### config.mk
export PLATFORM = sky130hd
export DESIGN_NAME = uart_csr_front
export DESIGN_NICKNAME = d
export VERILOG_FILES = /design/src/rtl/uart_csr_pkg.sv /design/src/rtl/uart_csr_decode.sv /design/src/rtl/uart_csr_word.sv /design/src/rtl/uart_csr_events.sv /design/src/rtl/uart_csr_front.sv
export SDC_FILE = /design/constraint.sdc
export NUM_CORES = 1
export LEC_CHECK = 0
export BUFFER_PORTS_ARGS = -buffer_cell sky130_fd_sc_hd__buf_2
export CORE_MARGIN = 2
export CORE_UTILIZATION = 45
export CTS_CLUSTER_SIZE = 12
export DETAILED_ROUTE_END_ITERATION = 7
export PLACE_DENSITY = 0.79
export REMOVE_ABC_BUFFERS = 1
export SETUP_SLACK_MARGIN = 0.4
export SYNTH_ARGS = -nofsm -noshare
export SYNTH_HDL_FRONTEND = slang
export SYNTH_HIERARCHICAL = 1
export SYNTH_SLANG_ARGS = --single-unit
export TNS_END_PERCENT = 5
### constraint.sdc
create_clock -name clk -period 1.5 [get_ports clk]
set_input_delay 0.3 -clock clk [delete_from_list [all_inputs] [get_ports clk]]
set_output_delay 0.3 -clock clk [all_outputs]
set_load 0.02 [all_outputs]
### src/rtl/uart_csr_pkg.sv
package uart_csr_pkg;

    localparam int IDX_W    = 3;
    localparam int NUM_REGS = 5;

    typedef enum logic [IDX_W-1:0] {
        IDX_DATA = 3'd0,
        IDX_DIV  = 3'd1,
        IDX_STAT = 3'd2,
        IDX_CTRL = 3'd3,
        IDX_DBG  = 3'd4
    } reg_idx_e;

    // status bit positions
    localparam int ST_THRE = 0;
    localparam int ST_RXEV = 1;
    localparam int ST_TXEV = 2;
    localparam int ST_W    = 3;

    // control and debug bit positions
    localparam int CT_RXIE = 0;
    localparam int CT_TXIE = 1;
    localparam int CT_THRU = 2;
    localparam int DB_BRK  = 0;

    // slots of the plain read/write storage array
    localparam int RW_DIV  = 0;
    localparam int RW_CTRL = 1;
    localparam int RW_DBG  = 2;
    localparam int NUM_RW  = 3;

    typedef struct packed {
        logic data;
        logic div;
        logic stat;
        logic ctrl;
        logic dbg;
    } wr_sel_t;

    function automatic logic [ST_W-1:0] status_bits(input logic tx_ev, input logic rx_ev);
        logic [ST_W-1:0] s;
        s          = '0;
        s[ST_THRE] = 1'b1;
        s[ST_RXEV] = rx_ev;
        s[ST_TXEV] = tx_ev;
        return s;
    endfunction

endpackage

### src/rtl/uart_csr_decode.sv
module uart_csr_decode
    import uart_csr_pkg::*;
#(
    parameter int ADDR_W = 5
) (
    input  logic [ADDR_W-1:0] addr,
    input  logic              wr,
    input  logic              rd,
    output wr_sel_t           wsel,
    output reg_idx_e          ridx,
    output logic              rd_hit
);
    logic [ADDR_W-1:0] word_addr;
    logic              mapped;

    assign word_addr = addr >> 2;
    assign mapped    = (word_addr < ADDR_W'(NUM_REGS));
    assign ridx      = reg_idx_e'(word_addr[IDX_W-1:0]);
    assign rd_hit    = rd & mapped;

    always_comb begin
        wsel = '0;
        if (wr && mapped) begin
            case (ridx)
                IDX_DATA: wsel.data = 1'b1;
                IDX_DIV:  wsel.div  = 1'b1;
                IDX_STAT: wsel.stat = 1'b1;
                IDX_CTRL: wsel.ctrl = 1'b1;
                IDX_DBG:  wsel.dbg  = 1'b1;
                default:  wsel = '0;
            endcase
        end
    end
endmodule

### src/rtl/uart_csr_word.sv
module uart_csr_word #(
    parameter int W = 32
) (
    input  logic         clk,
    input  logic         rst,
    input  logic         we,
    input  logic [W-1:0] d,
    output logic [W-1:0] q
);
    always_ff @(posedge clk) begin
        if (rst)     q <= '0;
        else if (we) q <= d;
    end
endmodule

### src/rtl/uart_csr_events.sv
module uart_csr_events (
    input  logic clk,
    input  logic rst,
    input  logic set_tx,
    input  logic clr_tx,
    input  logic clr_rx,
    input  logic rx_valid,
    input  logic rx_ie,
    input  logic tx_ie,
    output logic rx_evt,
    output logic tx_evt,
    output logic rx_ready,
    output logic accept,
    output logic irq
);
    assign rx_ready = ~rx_evt;
    assign accept   = rx_valid & rx_ready;
    assign irq      = (rx_ie & rx_evt) | (tx_ie & tx_evt);

    always_ff @(posedge clk) begin
        if (rst) begin
            rx_evt <= 1'b0;
            tx_evt <= 1'b0;
        end else begin
            if (accept)      rx_evt <= 1'b1;
            else if (clr_rx) rx_evt <= 1'b0;
            if (set_tx)      tx_evt <= 1'b1;
            else if (clr_tx) tx_evt <= 1'b0;
        end
    end

    // an accepted byte raises the receive event
    a_r3_rx_capture: assert property (@(posedge clk) disable iff (rst)
        accept |=> rx_evt);
    // a one in bit 1 drops a pending receive event
    a_r5_clear_rx: assert property (@(posedge clk) disable iff (rst)
        (clr_rx && rx_evt) |=> !rx_evt);
    // a one in bit 2 drops the transmit event
    a_r5_clear_tx: assert property (@(posedge clk) disable iff (rst)
        (clr_tx && !set_tx) |=> !tx_evt);
    // a data write raises the transmit event
    a_r2_tx_flag: assert property (@(posedge clk) disable iff (rst)
        set_tx |=> tx_evt);
endmodule

### src/rtl/uart_csr_front.sv
module uart_csr_front
    import uart_csr_pkg::*;
#(
    parameter int ADDR_W = 5,
    parameter int DATA_W = 32,
    parameter int BYTE_W = 8
) (
    input  logic              clk,
    input  logic              rst,
    input  logic [ADDR_W-1:0] bus_addr,
    input  logic              bus_wr,
    input  logic              bus_rd,
    input  logic [DATA_W-1:0] bus_wdata,
    output logic [DATA_W-1:0] bus_rdata,
    output logic              tx_strobe,
    output logic [BYTE_W-1:0] tx_byte,
    input  logic              rx_valid,
    input  logic [BYTE_W-1:0] rx_byte,
    output logic              rx_ready,
    output logic [DATA_W-1:0] baud_div,
    output logic              thru_en,
    output logic              break_en,
    output logic              irq
);
    localparam int PAD_RX = DATA_W - BYTE_W;
    localparam int PAD_ST = DATA_W - ST_W;

    wr_sel_t           wsel;
    reg_idx_e          ridx;
    logic              rd_hit;
    logic [NUM_RW-1:0] rw_we;
    logic [DATA_W-1:0] rw_q [NUM_RW];
    logic              rx_evt, tx_evt, accept;
    logic [BYTE_W-1:0] rx_q;

    uart_csr_decode #(.ADDR_W(ADDR_W)) u_decode (
        .addr   (bus_addr),
        .wr     (bus_wr),
        .rd     (bus_rd),
        .wsel   (wsel),
        .ridx   (ridx),
        .rd_hit (rd_hit)
    );

    always_comb begin
        rw_we          = '0;
        rw_we[RW_DIV]  = wsel.div;
        rw_we[RW_CTRL] = wsel.ctrl;
        rw_we[RW_DBG]  = wsel.dbg;
    end

    for (genvar g = 0; g < NUM_RW; g++) begin : g_rw
        uart_csr_word #(.W(DATA_W)) u_word (
            .clk (clk),
            .rst (rst),
            .we  (rw_we[g]),
            .d   (bus_wdata),
            .q   (rw_q[g])
        );
    end

    uart_csr_events u_events (
        .clk      (clk),
        .rst      (rst),
        .set_tx   (wsel.data),
        .clr_tx   (wsel.stat & bus_wdata[ST_TXEV]),
        .clr_rx   (wsel.stat & bus_wdata[ST_RXEV]),
        .rx_valid (rx_valid),
        .rx_ie    (rw_q[RW_CTRL][CT_RXIE]),
        .tx_ie    (rw_q[RW_CTRL][CT_TXIE]),
        .rx_evt   (rx_evt),
        .tx_evt   (tx_evt),
        .rx_ready (rx_ready),
        .accept   (accept),
        .irq      (irq)
    );

    always_ff @(posedge clk) begin
        if (rst) begin
            rx_q      <= '0;
            tx_strobe <= 1'b0;
            tx_byte   <= '0;
        end else begin
            if (accept) rx_q <= rx_byte;
            tx_strobe <= wsel.data;
            if (wsel.data) tx_byte <= bus_wdata[BYTE_W-1:0];
        end
    end

    always_ff @(posedge clk) begin
        if (rst || !rd_hit) begin
            bus_rdata <= '0;
        end else begin
            case (ridx)
                IDX_DATA: bus_rdata <= {{PAD_RX{1'b0}}, rx_q};
                IDX_DIV:  bus_rdata <= rw_q[RW_DIV];
                IDX_STAT: bus_rdata <= {{PAD_ST{1'b0}}, status_bits(tx_evt, rx_evt)};
                IDX_CTRL: bus_rdata <= rw_q[RW_CTRL];
                IDX_DBG:  bus_rdata <= rw_q[RW_DBG];
                default:  bus_rdata <= '0;
            endcase
        end
    end

    assign baud_div = rw_q[RW_DIV];
    assign thru_en  = rw_q[RW_CTRL][CT_THRU];
    assign break_en = rw_q[RW_DBG][DB_BRK];

    // a held byte cannot be overwritten while not ready
    a_r4_hold_byte: assert property (@(posedge clk) disable iff (rst)
        !rx_ready |=> $stable(rx_q));
    // the interrupt is never raised without a pending event
    a_r6_irq_needs_event: assert property (@(posedge clk) disable iff (rst)
        irq |-> (rx_evt || tx_evt));
    // read data is zero after a cycle without a read
    a_r8_idle_rdata: assert property (@(posedge clk) disable iff (rst)
        !bus_rd |=> (bus_rdata == '0));
    // a data write is followed by the transmit strobe
    a_r2_strobe_follows: assert property (@(posedge clk) disable iff (rst)
        (bus_wr && wsel.data) |=> tx_strobe);
endmodule

==> results of run 1 <==
routing by layer:
layer / vias to the layer above / part of all wire / GRT usage / wire length [µm]
met2: 115 / 0.48 / 0.328 / 6720
met3: 22 / 0.044 / 0.0594 / 620
met5: - / 0 / 0 / 0
met4: 0 / 0.015 / 0.0712 / 203
met1: 2149 / 0.46 / 0.241 / 6390
li1: 2331 / - / - / -
flip-flops by register name (all words and copies together) (netlist names):
| signal | cells |
|---|---|
| bus_rdata | 32 |
| g_rw.u_word/q | 96 |
| rx_q | 8 |
| tx_byte | 8 |
| tx_strobe | 1 |
| u_events/rx_evt | 1 |
| u_events/tx_evt | 1 |
power breakdown:
group,internal (W),leakage [nW],total [W],switching [W]
registers,0.00398,1.19,0.00403,0.0000461
clock network,0.00287,0.294,0.00450,0.00163
logic,0.000299,1.52,0.000686,0.000387
total,0.00715,3.01,0.00922,0.00206
Yosys cell counts, types with 2 or more instances:
cell type / count / area, µm²
a32oi_1: 2 / 17.5
buf_12: 9 / 180
nand3b_1: 52 / 390
clkbuf_1: 15 / 56.3
and2_1: 3 / 18.8
a21o_1: 26 / 195
mux2i_1: 112 / 1120
a222oi_1: 4 / 40.0
inv_1: 3 / 11.3
buf_4: 6 / 45.0
nor2_1: 121 / 454
a21oi_1: 29 / 145
nor2b_1: 3 / 18.8
dfxtp_1: 147 / 2940
nor3_1: 2 / 10.0
mux2_2: 7 / 78.8
nand2_1: 27 / 101
nand2b_1: 2 / 12.5
buf_6: 10 / 113
buf_2: 9 / 45.0
worst register-to-register path: stages, from the launching register on:
cell     delay, ns
dfxtp_4       0.35
buf_4         0.14
and2b_4       0.36
mux2i_1       0.21
nor2_1        0.05
what timing repair did:
action / CTS / global route
resized for setup: 18 / 4
setup endpoints to repair: 113 / 179
pin swaps: 0 / 0
setup buffers: 5 / 1
worst min path at each step:
stage | from | end | slack [ns] | cells past startpoint
finish | rx_byte[7] | rx_q[7] | 0.12 | 3
global route | rx_byte[6] | rx_q[6] | 0.11 | 3
CTS | rx_byte[2] | rx_q[2] | 0.11 | 3
detailed placement | g_rw[1].u_word/q[10] | bus_rdata[10] | 0.44 | 2
global placement | g_rw[1].u_word/q[19] | bus_rdata[19] | 0.44 | 2
floorplan | rst | u_events/tx_evt | 0.37 | 1
layout make-up:
type	count	area [µm²]
Fill cell	1141	5610
Sequential cell	147	2950
Multi-Input combinational cell	403	2770
Timing Repair Buffer	163	1090
Clock buffer	20	457
Tap cell	176	220
Clock inverter	12	180
Inverter	3	11.3
stage by stage:
stage | TNS, ns | utilization
after detailed placement | -1.94 | 0.523
after global placement | -0.782 | 0.523
after floorplan | -165.16 | -
final | 0 | 0.578
after global routing | 0 | 0.578
after CTS | 0 | 0.577
kinds of logic (layout without fill, tap and decap cells):
group	after synthesis	after routing
compound gates	67	67
buf+inv	53	198
flops	147	147
mux	120	120
simple gates	216	216
==> flow_summary.ini, run 1 <==
[logic_synthesis]
ys_warn_count = 6
synthArstFlopShare = 0
synthMuxAreaShare = 0.198
synth_area_um2 = 6130
synthFlopType = dfxtp_1
synth_seq_cells = 147
synth-adder-area-share = 0
synth_compound_area_frac = 0.0727
seq_area_frac_synth = 0.480
synth_edf_count = 0
synth_top_family_by_area = multiplexers
synthXorXnorAreaFrac = 0
avgSynthCellArea_um2 = 10.2
synth-simple-area-share = 0.175
ys_types = 34
syn_inst = 603

[placed_design]
dp_cells = 886
port_buffers = 124
gp_congestion = 0.801
place_ws_ns = -0.0652
placed_area_um2 = 6950
dp_hpwl_um = 9120

[pwr]
powerDensity_nw_per_um2 = 1200
leakagePower_nw = 3.01
peakVddDrop_mv = 1.16
finalPower_w = 0.00922

[timing]
max-slew-margin-rel = 0.699
fin_ws_ns = 0.0725
rsz0062_at_grt = yes
period_minus_slack_ns = 1.43
worst_pin_slew_ns = 0.452
final_max_slew_viol_count = 0
whs_ns = 0.119
post-route-period-util = 0.952
finClkSkew_ns = 0.00554
report.final.hold_viol_count = 0
setup-violations-final = 0
max_freq_mhz = 701

[finish]
design_area_um2 = 7690
antennaDiodeCount = 0
final_cell_mix = dfxtp_1 (141), nor2_1 (120), buf_2 (117)
layout.nets = 785
syn2layout_area_growth_pct = 25.4
final_common_cell = dfxtp_1
stdcell_count = 924
drive_gt1_frac = 0.291

[clocking]
hold_buffers = 0
clk_latency_ns = 0.42
cts_htree_levels = 4
clk_pin_slew_worst_paths_ns = 0.06
cts.sinks = 147
cts_buffers = 17
cts_root_buf = clkbuf_16
cts_buffer_depth = 2
cts_tree = done

[routing]
wl_per_cell_um = 15.1
viasPerCell = 5.00
dr.pass1.iters = 5
final_antenna_net_count = 0
vias = 4617
wl_um = 13900
drc = 0
first_iter_violations = 229

[worst_setup_path]
ff2ff_path_depth = 4
path_cells = a22o_4, buf_6
crit_cells = 2
path_buf_inv = 1
setup.worst_path.end = irq
crit_type = reg -> out
critical_path.top_delay_family = flip-flops
crit_start = u_events/rx_evt
critPathLaunchType = flip-flop
r2r_start = u_events/rx_evt
ff2ff_setup_slack_ns = 0.27
slowest_stage = dfxtp_4
end_kind = output port
cp_data_arrival_time_ns = 1.13
max_stage_delay_ns = 0.35
cp_max_fo = 3
required_ns = 1.20
timing.rr.end = rx_q[5]

[worst_hold_path]
worstHoldPathType = in -> reg

[status]
status = completed

[floorplan]
rows = 42
initial_core_util = 0.461
dieWidth_um = 121
die-height_um = 121
die-area_um2 = 14600
coreArea_um2 = 13300
io_pins = 127

[global_routing]
grt_overflow_total = 0
track_usage = 0.197
antenna_found_initial = 0
grt_max_degree = 55
grt_pass1_wl_um = 22400
grt_pass1_vias = 4486

[run]
max_cap_violations = 0
Power figures use the tool's default switching activity.
==> run 2, diff against run 1 <==
--- a/config.mk
+++ b/config.mk
@@ -7,10 +7,11 @@
 export LEC_CHECK = 0
 export BUFFER_PORTS_ARGS = -buffer_cell sky130_fd_sc_hd__buf_2
 export CORE_MARGIN = 2
-export CORE_UTILIZATION = 45
+export CORE_UTILIZATION = 34
+export CTS_BUF_LIST = sky130_fd_sc_hd__clkbuf_4 sky130_fd_sc_hd__clkbuf_8 sky130_fd_sc_hd__clkbuf_16
 export CTS_CLUSTER_SIZE = 12
 export DETAILED_ROUTE_END_ITERATION = 7
-export PLACE_DENSITY = 0.79
+export PLACE_DENSITY = 0.65
 export REMOVE_ABC_BUFFERS = 1
 export SETUP_SLACK_MARGIN = 0.4
 export SYNTH_ARGS = -nofsm -noshare
==> run 2 against run 1 <==
First-iteration DRC count shrank 21%. Sequential power is essentially flat. Clock power is 2% lower. Clock skew about the same. Via count is 1.8% higher. Worst hold slack lost 0.0046 ns. Fmax is 0.87% lower. Critical endpoint unchanged. Highest routed layer unchanged.
==> flow_summary.ini, run 2 (same netlist as run 1, synthesis figures left out) <==
[finish]
design_area_um2 = 7760
drive_gt1_frac = 0.301
nFillCells = 1726
reg_top3 = g_rw.u_word/q x96, bus_rdata x32
finish.utilization = 0.435
final_cell_mix = dfxtp_1 (138), nor2_1 (120), buf_2 (114)
layout.nets = 789
final_common_cell = dfxtp_1
registers.top_by_ff_count = g_rw.u_word/q
seq_area_um2 = 2960
largest_reg_flops = 96
multiInputGateArea_um2 = 2770
syn2layout_area_growth_pct = 26.6
antennaDiodeCount = 0

[clocking]
hold_buffers = 0
cts_tree = done
clk_pin_slew_worst_paths_ns = 0.06
cts_root_buf = clkbuf_16
clk_latency_ns = 0.42
cts_htree_levels = 4
cts.sinks = 147
cts_buffers = 17
cts_buffer_depth = 2

[floorplan]
die-height_um = 138
dieWidth_um = 138
coreArea_um2 = 17800
initial_core_util = 0.344
rows = 49
io_pins = 127
die-area_um2 = 19100

[worst_setup_path]
required_ns = 1.20
critPathLaunchType = flip-flop
crit_type = reg -> out
end_kind = output port
cp_data_arrival_time_ns = 1.14
ff2ff_setup_slack_ns = 0.25
cp_max_fo = 2

[global_routing]
met2_usage = 0.264
busiest_layer = met2
grt_pass1_vias = 4713
met1_usage = 0.209
track_usage = 0.162
grt_pass1_wl_um = 24700
grt_max_degree = 116
grt_overflow_total = 0
antenna_found_initial = 0
use_met3 = 0.0391

[routing]
wl_um = 15200
viasPerCell = 4.79
drc = 0
dr.pass1.iters = 4
final_antenna_net_count = 0
wl_per_cell_um = 15.5
first_iter_violations = 182
vias = 4699

[timing]
rsz0062_at_grt = yes
worst_pin_slew_ns = 0.521
max-slew-margin-rel = 0.653
finClkSkew_ns = 0.00570
period_minus_slack_ns = 1.44
max_freq_mhz = 694
report.final.hold_viol_count = 0
setup-violations-final = 0
whs_ns = 0.114
final_max_slew_viol_count = 0
fin_ws_ns = 0.0601
post-route-period-util = 0.960

[pwr]
sw_frac_of_total = 0.234
pwr-share-seq = 0.440
powerDensity_nw_per_um2 = 1180
clkPwrFrac = 0.484
peakVddDrop_mv = 0.776
p_int_w = 0.00701
leakagePower_nw = 3.02
finalPower_w = 0.00915
p_comb_frac = 0.076
switching_power_w = 0.00214

[worst_hold_path]
worstHoldPathType = in -> reg

[placed_design]
port_buffers = 124
dp_hpwl_um = 9880
place_ws_ns = -0.154
placed_area_um2 = 6990
gp_congestion = 0.733

[run]
max_cap_violations = 0

[status]
status = completed
==> run 2: cell types whose count changed in the layout (fill, tap and decap cells not counted), moves of 2 or more <==
cell / before / now
dfxtp_2: 5 / 8
buf_4: 29 / 34
buf_12: 11 / 9
clkbuf_4: 0 / 3
buf_2: 117 / 114
buf_6: 6 / 10
clkinv_4: 2 / 4
dfxtp_1: 141 / 138
==> run 2: final cells by class <==
cell class,count,area share
sequential,147,0.381
multi-input combinational,403,0.357
timing repair buffer,167,0.144
clock buffer,21,0.0595
tap,229,0.0369
clock inverter,11,0.0200
inverter,3,0.00145
==> run 2: per-stage QoR <==
stage	setup TNS (ns)	instances
after floorplan	-165.16	553
after global placement	-7.73	939
after detailed placement	-9.96	939
after CTS	0	979
after global routing	0	981
final	0	981
==> run 2: layer usage <==
layer,vias up,wire (µm)
met2,115,7260
met5,-,0
met4,0,130
met3,13,626
li1,2327,-
met1,2244,7210
==> run 2: worst paths after layout <==
check                                           from             to  depth (start not counted)
worst max-delay path                 u_events/rx_evt            irq                          2
worst min-delay path                      rx_byte[7]        rx_q[7]                          3
worst max register to register       u_events/rx_evt   bus_rdata[1]                          5
worst min register to register  g_rw[1].u_word/q[18]  bus_rdata[18]                          2
==> run 2: power groups by stage <==
stage	Sequential, W	Combinational (W)	Clock, W
global placement	0.00411	0.000666	0
finish	0.00403	0.000694	0.00443
floorplan	0.00414	0.000261	0
global route	0.00404	0.000755	0.00469
CTS	0.00403	0.000696	0.00450
detailed placement	0.00411	0.000674	0
==> run 2: critical path, cell delays in order (launching register included) <==
cell     delay (ns)
dfxtp_4        0.35
a22o_4         0.24
buf_6          0.13
==> run 2: timing repair <==
item,4_1_cts,5_1_grt
setup endpoints to repair,167,219
buffers inserted,8,2
resized for setup,27,5
pin swaps,0,0
==> run 3, diff against run 2 <==
--- a/config.mk
+++ b/config.mk
@@ -6,12 +6,12 @@
 export NUM_CORES = 1
 export LEC_CHECK = 0
 export BUFFER_PORTS_ARGS = -buffer_cell sky130_fd_sc_hd__buf_2
-export CORE_MARGIN = 2
 export CORE_UTILIZATION = 34
 export CTS_BUF_LIST = sky130_fd_sc_hd__clkbuf_4 sky130_fd_sc_hd__clkbuf_8 sky130_fd_sc_hd__clkbuf_16
 export CTS_CLUSTER_SIZE = 12
 export DETAILED_ROUTE_END_ITERATION = 7
-export PLACE_DENSITY = 0.65
+export GPL_ROUTABILITY_DRIVEN = 0
+export PLACE_DENSITY = 0.67
 export REMOVE_ABC_BUFFERS = 1
 export SETUP_SLACK_MARGIN = 0.4
 export SYNTH_ARGS = -nofsm -noshare
==> constraint.sdc (replaced) <==
create_clock -name clk -period 1.2 [get_ports clk]
set_input_delay 0.24 -clock clk [delete_from_list [all_inputs] [get_ports clk]]
set_output_delay 0.24 -clock clk [all_outputs]
set_load 0.02 [all_outputs]
==> run 3 against run 2 <==
The run now ends with negative setup slack left. Clock power grew 34%. Combinational power grew 46%. Critical path depth is the same. Utilization grew 7.0 points. Sequential share of layout area shrank 3.6 points. Routed wire length grew 2.2%. Die area shrank 2.9%. Non-clock buffer count grew 4. Critical path type unchanged. Critical endpoint unchanged.
==> flow_summary.ini, run 3 (same netlist as run 1, synthesis figures left out) <==
[status]
status = complete, but fails checks
violations = negative setup slack

[placed_design]
dp_hpwl_um = 9930
placed_area_um2 = 7060
port_buffers = 124

[timing]
fin_ws_ns = -0.172
max-slew-margin-rel = 0.728
worst_pin_slew_ns = 0.407
finClkSkew_ns = 0.00989
final_max_slew_viol_count = 0
max_freq_mhz = 729
period_minus_slack_ns = 1.37
setup-violations-final = 2
whs_ns = 0.0598
report.final.hold_viol_count = 0
rsz0062_at_grt = yes
post-route-period-util = 1.14

[floorplan]
io_pins = 127
initial_core_util = 0.351
die-height_um = 136
dieWidth_um = 136
die-area_um2 = 18600
rows = 48
coreArea_um2 = 17500

[clocking]
cts_buffers = 17
cts_tree = done
cts_buffer_depth = 2
cts.sinks = 147
clk_latency_ns = 0.42
hold_buffers = 0
cts_htree_levels = 4
clk_pin_slew_worst_paths_ns = 0.07
cts_root_buf = clkbuf_16

[pwr]
switching_power_w = 0.00273
clkPwrFrac = 0.494
sw_frac_of_total = 0.228
p_int_w = 0.00926
powerDensity_nw_per_um2 = 1360
peakVddDrop_mv = 0.975
leakagePower_nw = 3.45
p_comb_frac = 0.085
pwr-share-seq = 0.422

[global_routing]
track_usage = 0.174
grt_pass1_vias = 4755
grt_pass1_wl_um = 24500
antenna_found_initial = 0
grt_overflow_total = 0
grt_max_degree = 53

[worst_setup_path]
ff2ff_setup_slack_ns = 0.10
end_kind = output port
ff2ff_path_depth = 3
cp_data_arrival_time_ns = 1.13
crit_type = reg -> out
cp_max_fo = 2
r2r_start = g_rw[0].u_word/q[4]
critPathLaunchType = flip-flop
timing.rr.end = bus_rdata[4]
required_ns = 0.96

[routing]
drc = 0
dr.pass1.iters = 4
wl_met3_um = 703
highest_layer = met4
m1WireLength_um = 7150
dr_wl_met2_um = 7560
first_iter_violations = 194
vias = 4781
viasPerCell = 4.87
wl_per_cell_um = 15.9
final_antenna_net_count = 0
wl_um = 15600

[worst_hold_path]
min-delay-start = rx_byte[6]
whs_endpoint = rx_q[6]
min_path_cells = 3
worstHoldPathType = in -> reg

[finish]
multiInputGateArea_um2 = 3090
final_common_cell = nor2_1
seq_area_um2 = 3040
largest_reg_flops = 96
antennaDiodeCount = 0
reg_top3 = g_rw.u_word/q x96, bus_rdata x32
layout.nets = 793
design_area_um2 = 8830
drive_gt1_frac = 0.470
nFillCells = 1554
syn2layout_area_growth_pct = 44.1
registers.top_by_ff_count = g_rw.u_word/q
final_cell_mix = nor2_1 (119), mux2i_1 (108), buf_6 (92)

[run]
max_cap_violations = 0
[run 3: area by class of cell]
type / instances / share of cell area
clock inverters: 12 / 0.0231
inverters: 3 / 0.00127
multi-input cells: 403 / 0.349
clock buffers: 20 / 0.0514
flip-flops and latches: 147 / 0.345
well taps: 225 / 0.0319
repair buffers: 171 / 0.198
[run 3: per-layer routing]
layer | up-vias | global-route usage
li1 | 2335 | -
met5 | - | 0
met1 | 2321 | 0.212
met4 | 0 | 0.0599
met2 | 111 | 0.291
met3 | 14 | 0.0503
[run 3: worst max-delay path by stage]
stage | start | end | slack (ns) | cells after the start
after floorplan | bus_addr[4] | g_rw[0].u_word/q[0] | -2.78 | 3
after global placement | bus_addr[2] | g_rw[0].u_word/q[11] | -0.29 | 6
after detailed placement | bus_addr[2] | bus_rdata[5] | -0.32 | 5
after CTS | u_events/rx_evt | irq | -0.20 | 2
after global routing | g_rw[1].u_word/q[0] | irq | -0.21 | 2
final | g_rw[1].u_word/q[0] | irq | -0.17 | 2
[run 3: power groups by stage]
stage	clock network (W)	registers [W]	logic, W
floorplan	0	0.00517	0.000327
global placement	0	0.00514	0.000856
detailed placement	0	0.00514	0.000867
CTS	0.00603	0.00506	0.00100
global route	0.00625	0.00507	0.00108
finish	0.00592	0.00506	0.00101
[run 3: what timing repair did]
item / in CTS / in global routing
pin swaps: 143 / 176
resized for setup: 328 / 23
setup endpoints to repair: 223 / 222
endpoints found under the hold margin: 0 / 0
setup buffers: 9 / 2
[run 3: per-stage QoR]
step	cells	setup TNS [ns]	power, W	setup WS [ns]	util
finish	981	-0.287	0.0120	-0.172	0.505
CTS	979	-0.337	0.0121	-0.195	0.499
global placement	938	-30.46	0.00600	-0.290	0.404
detailed placement	938	-33.16	0.00601	-0.322	0.404
floorplan	553	-190.79	0.00550	-2.78	-
global route	981	-0.375	0.0124	-0.210	0.505
[run 3: worst max-delay path, cell delays in order, from the launching register on]
cell     delay [ns]
dfxtp_2        0.33
a22o_4         0.26
buf_6          0.13
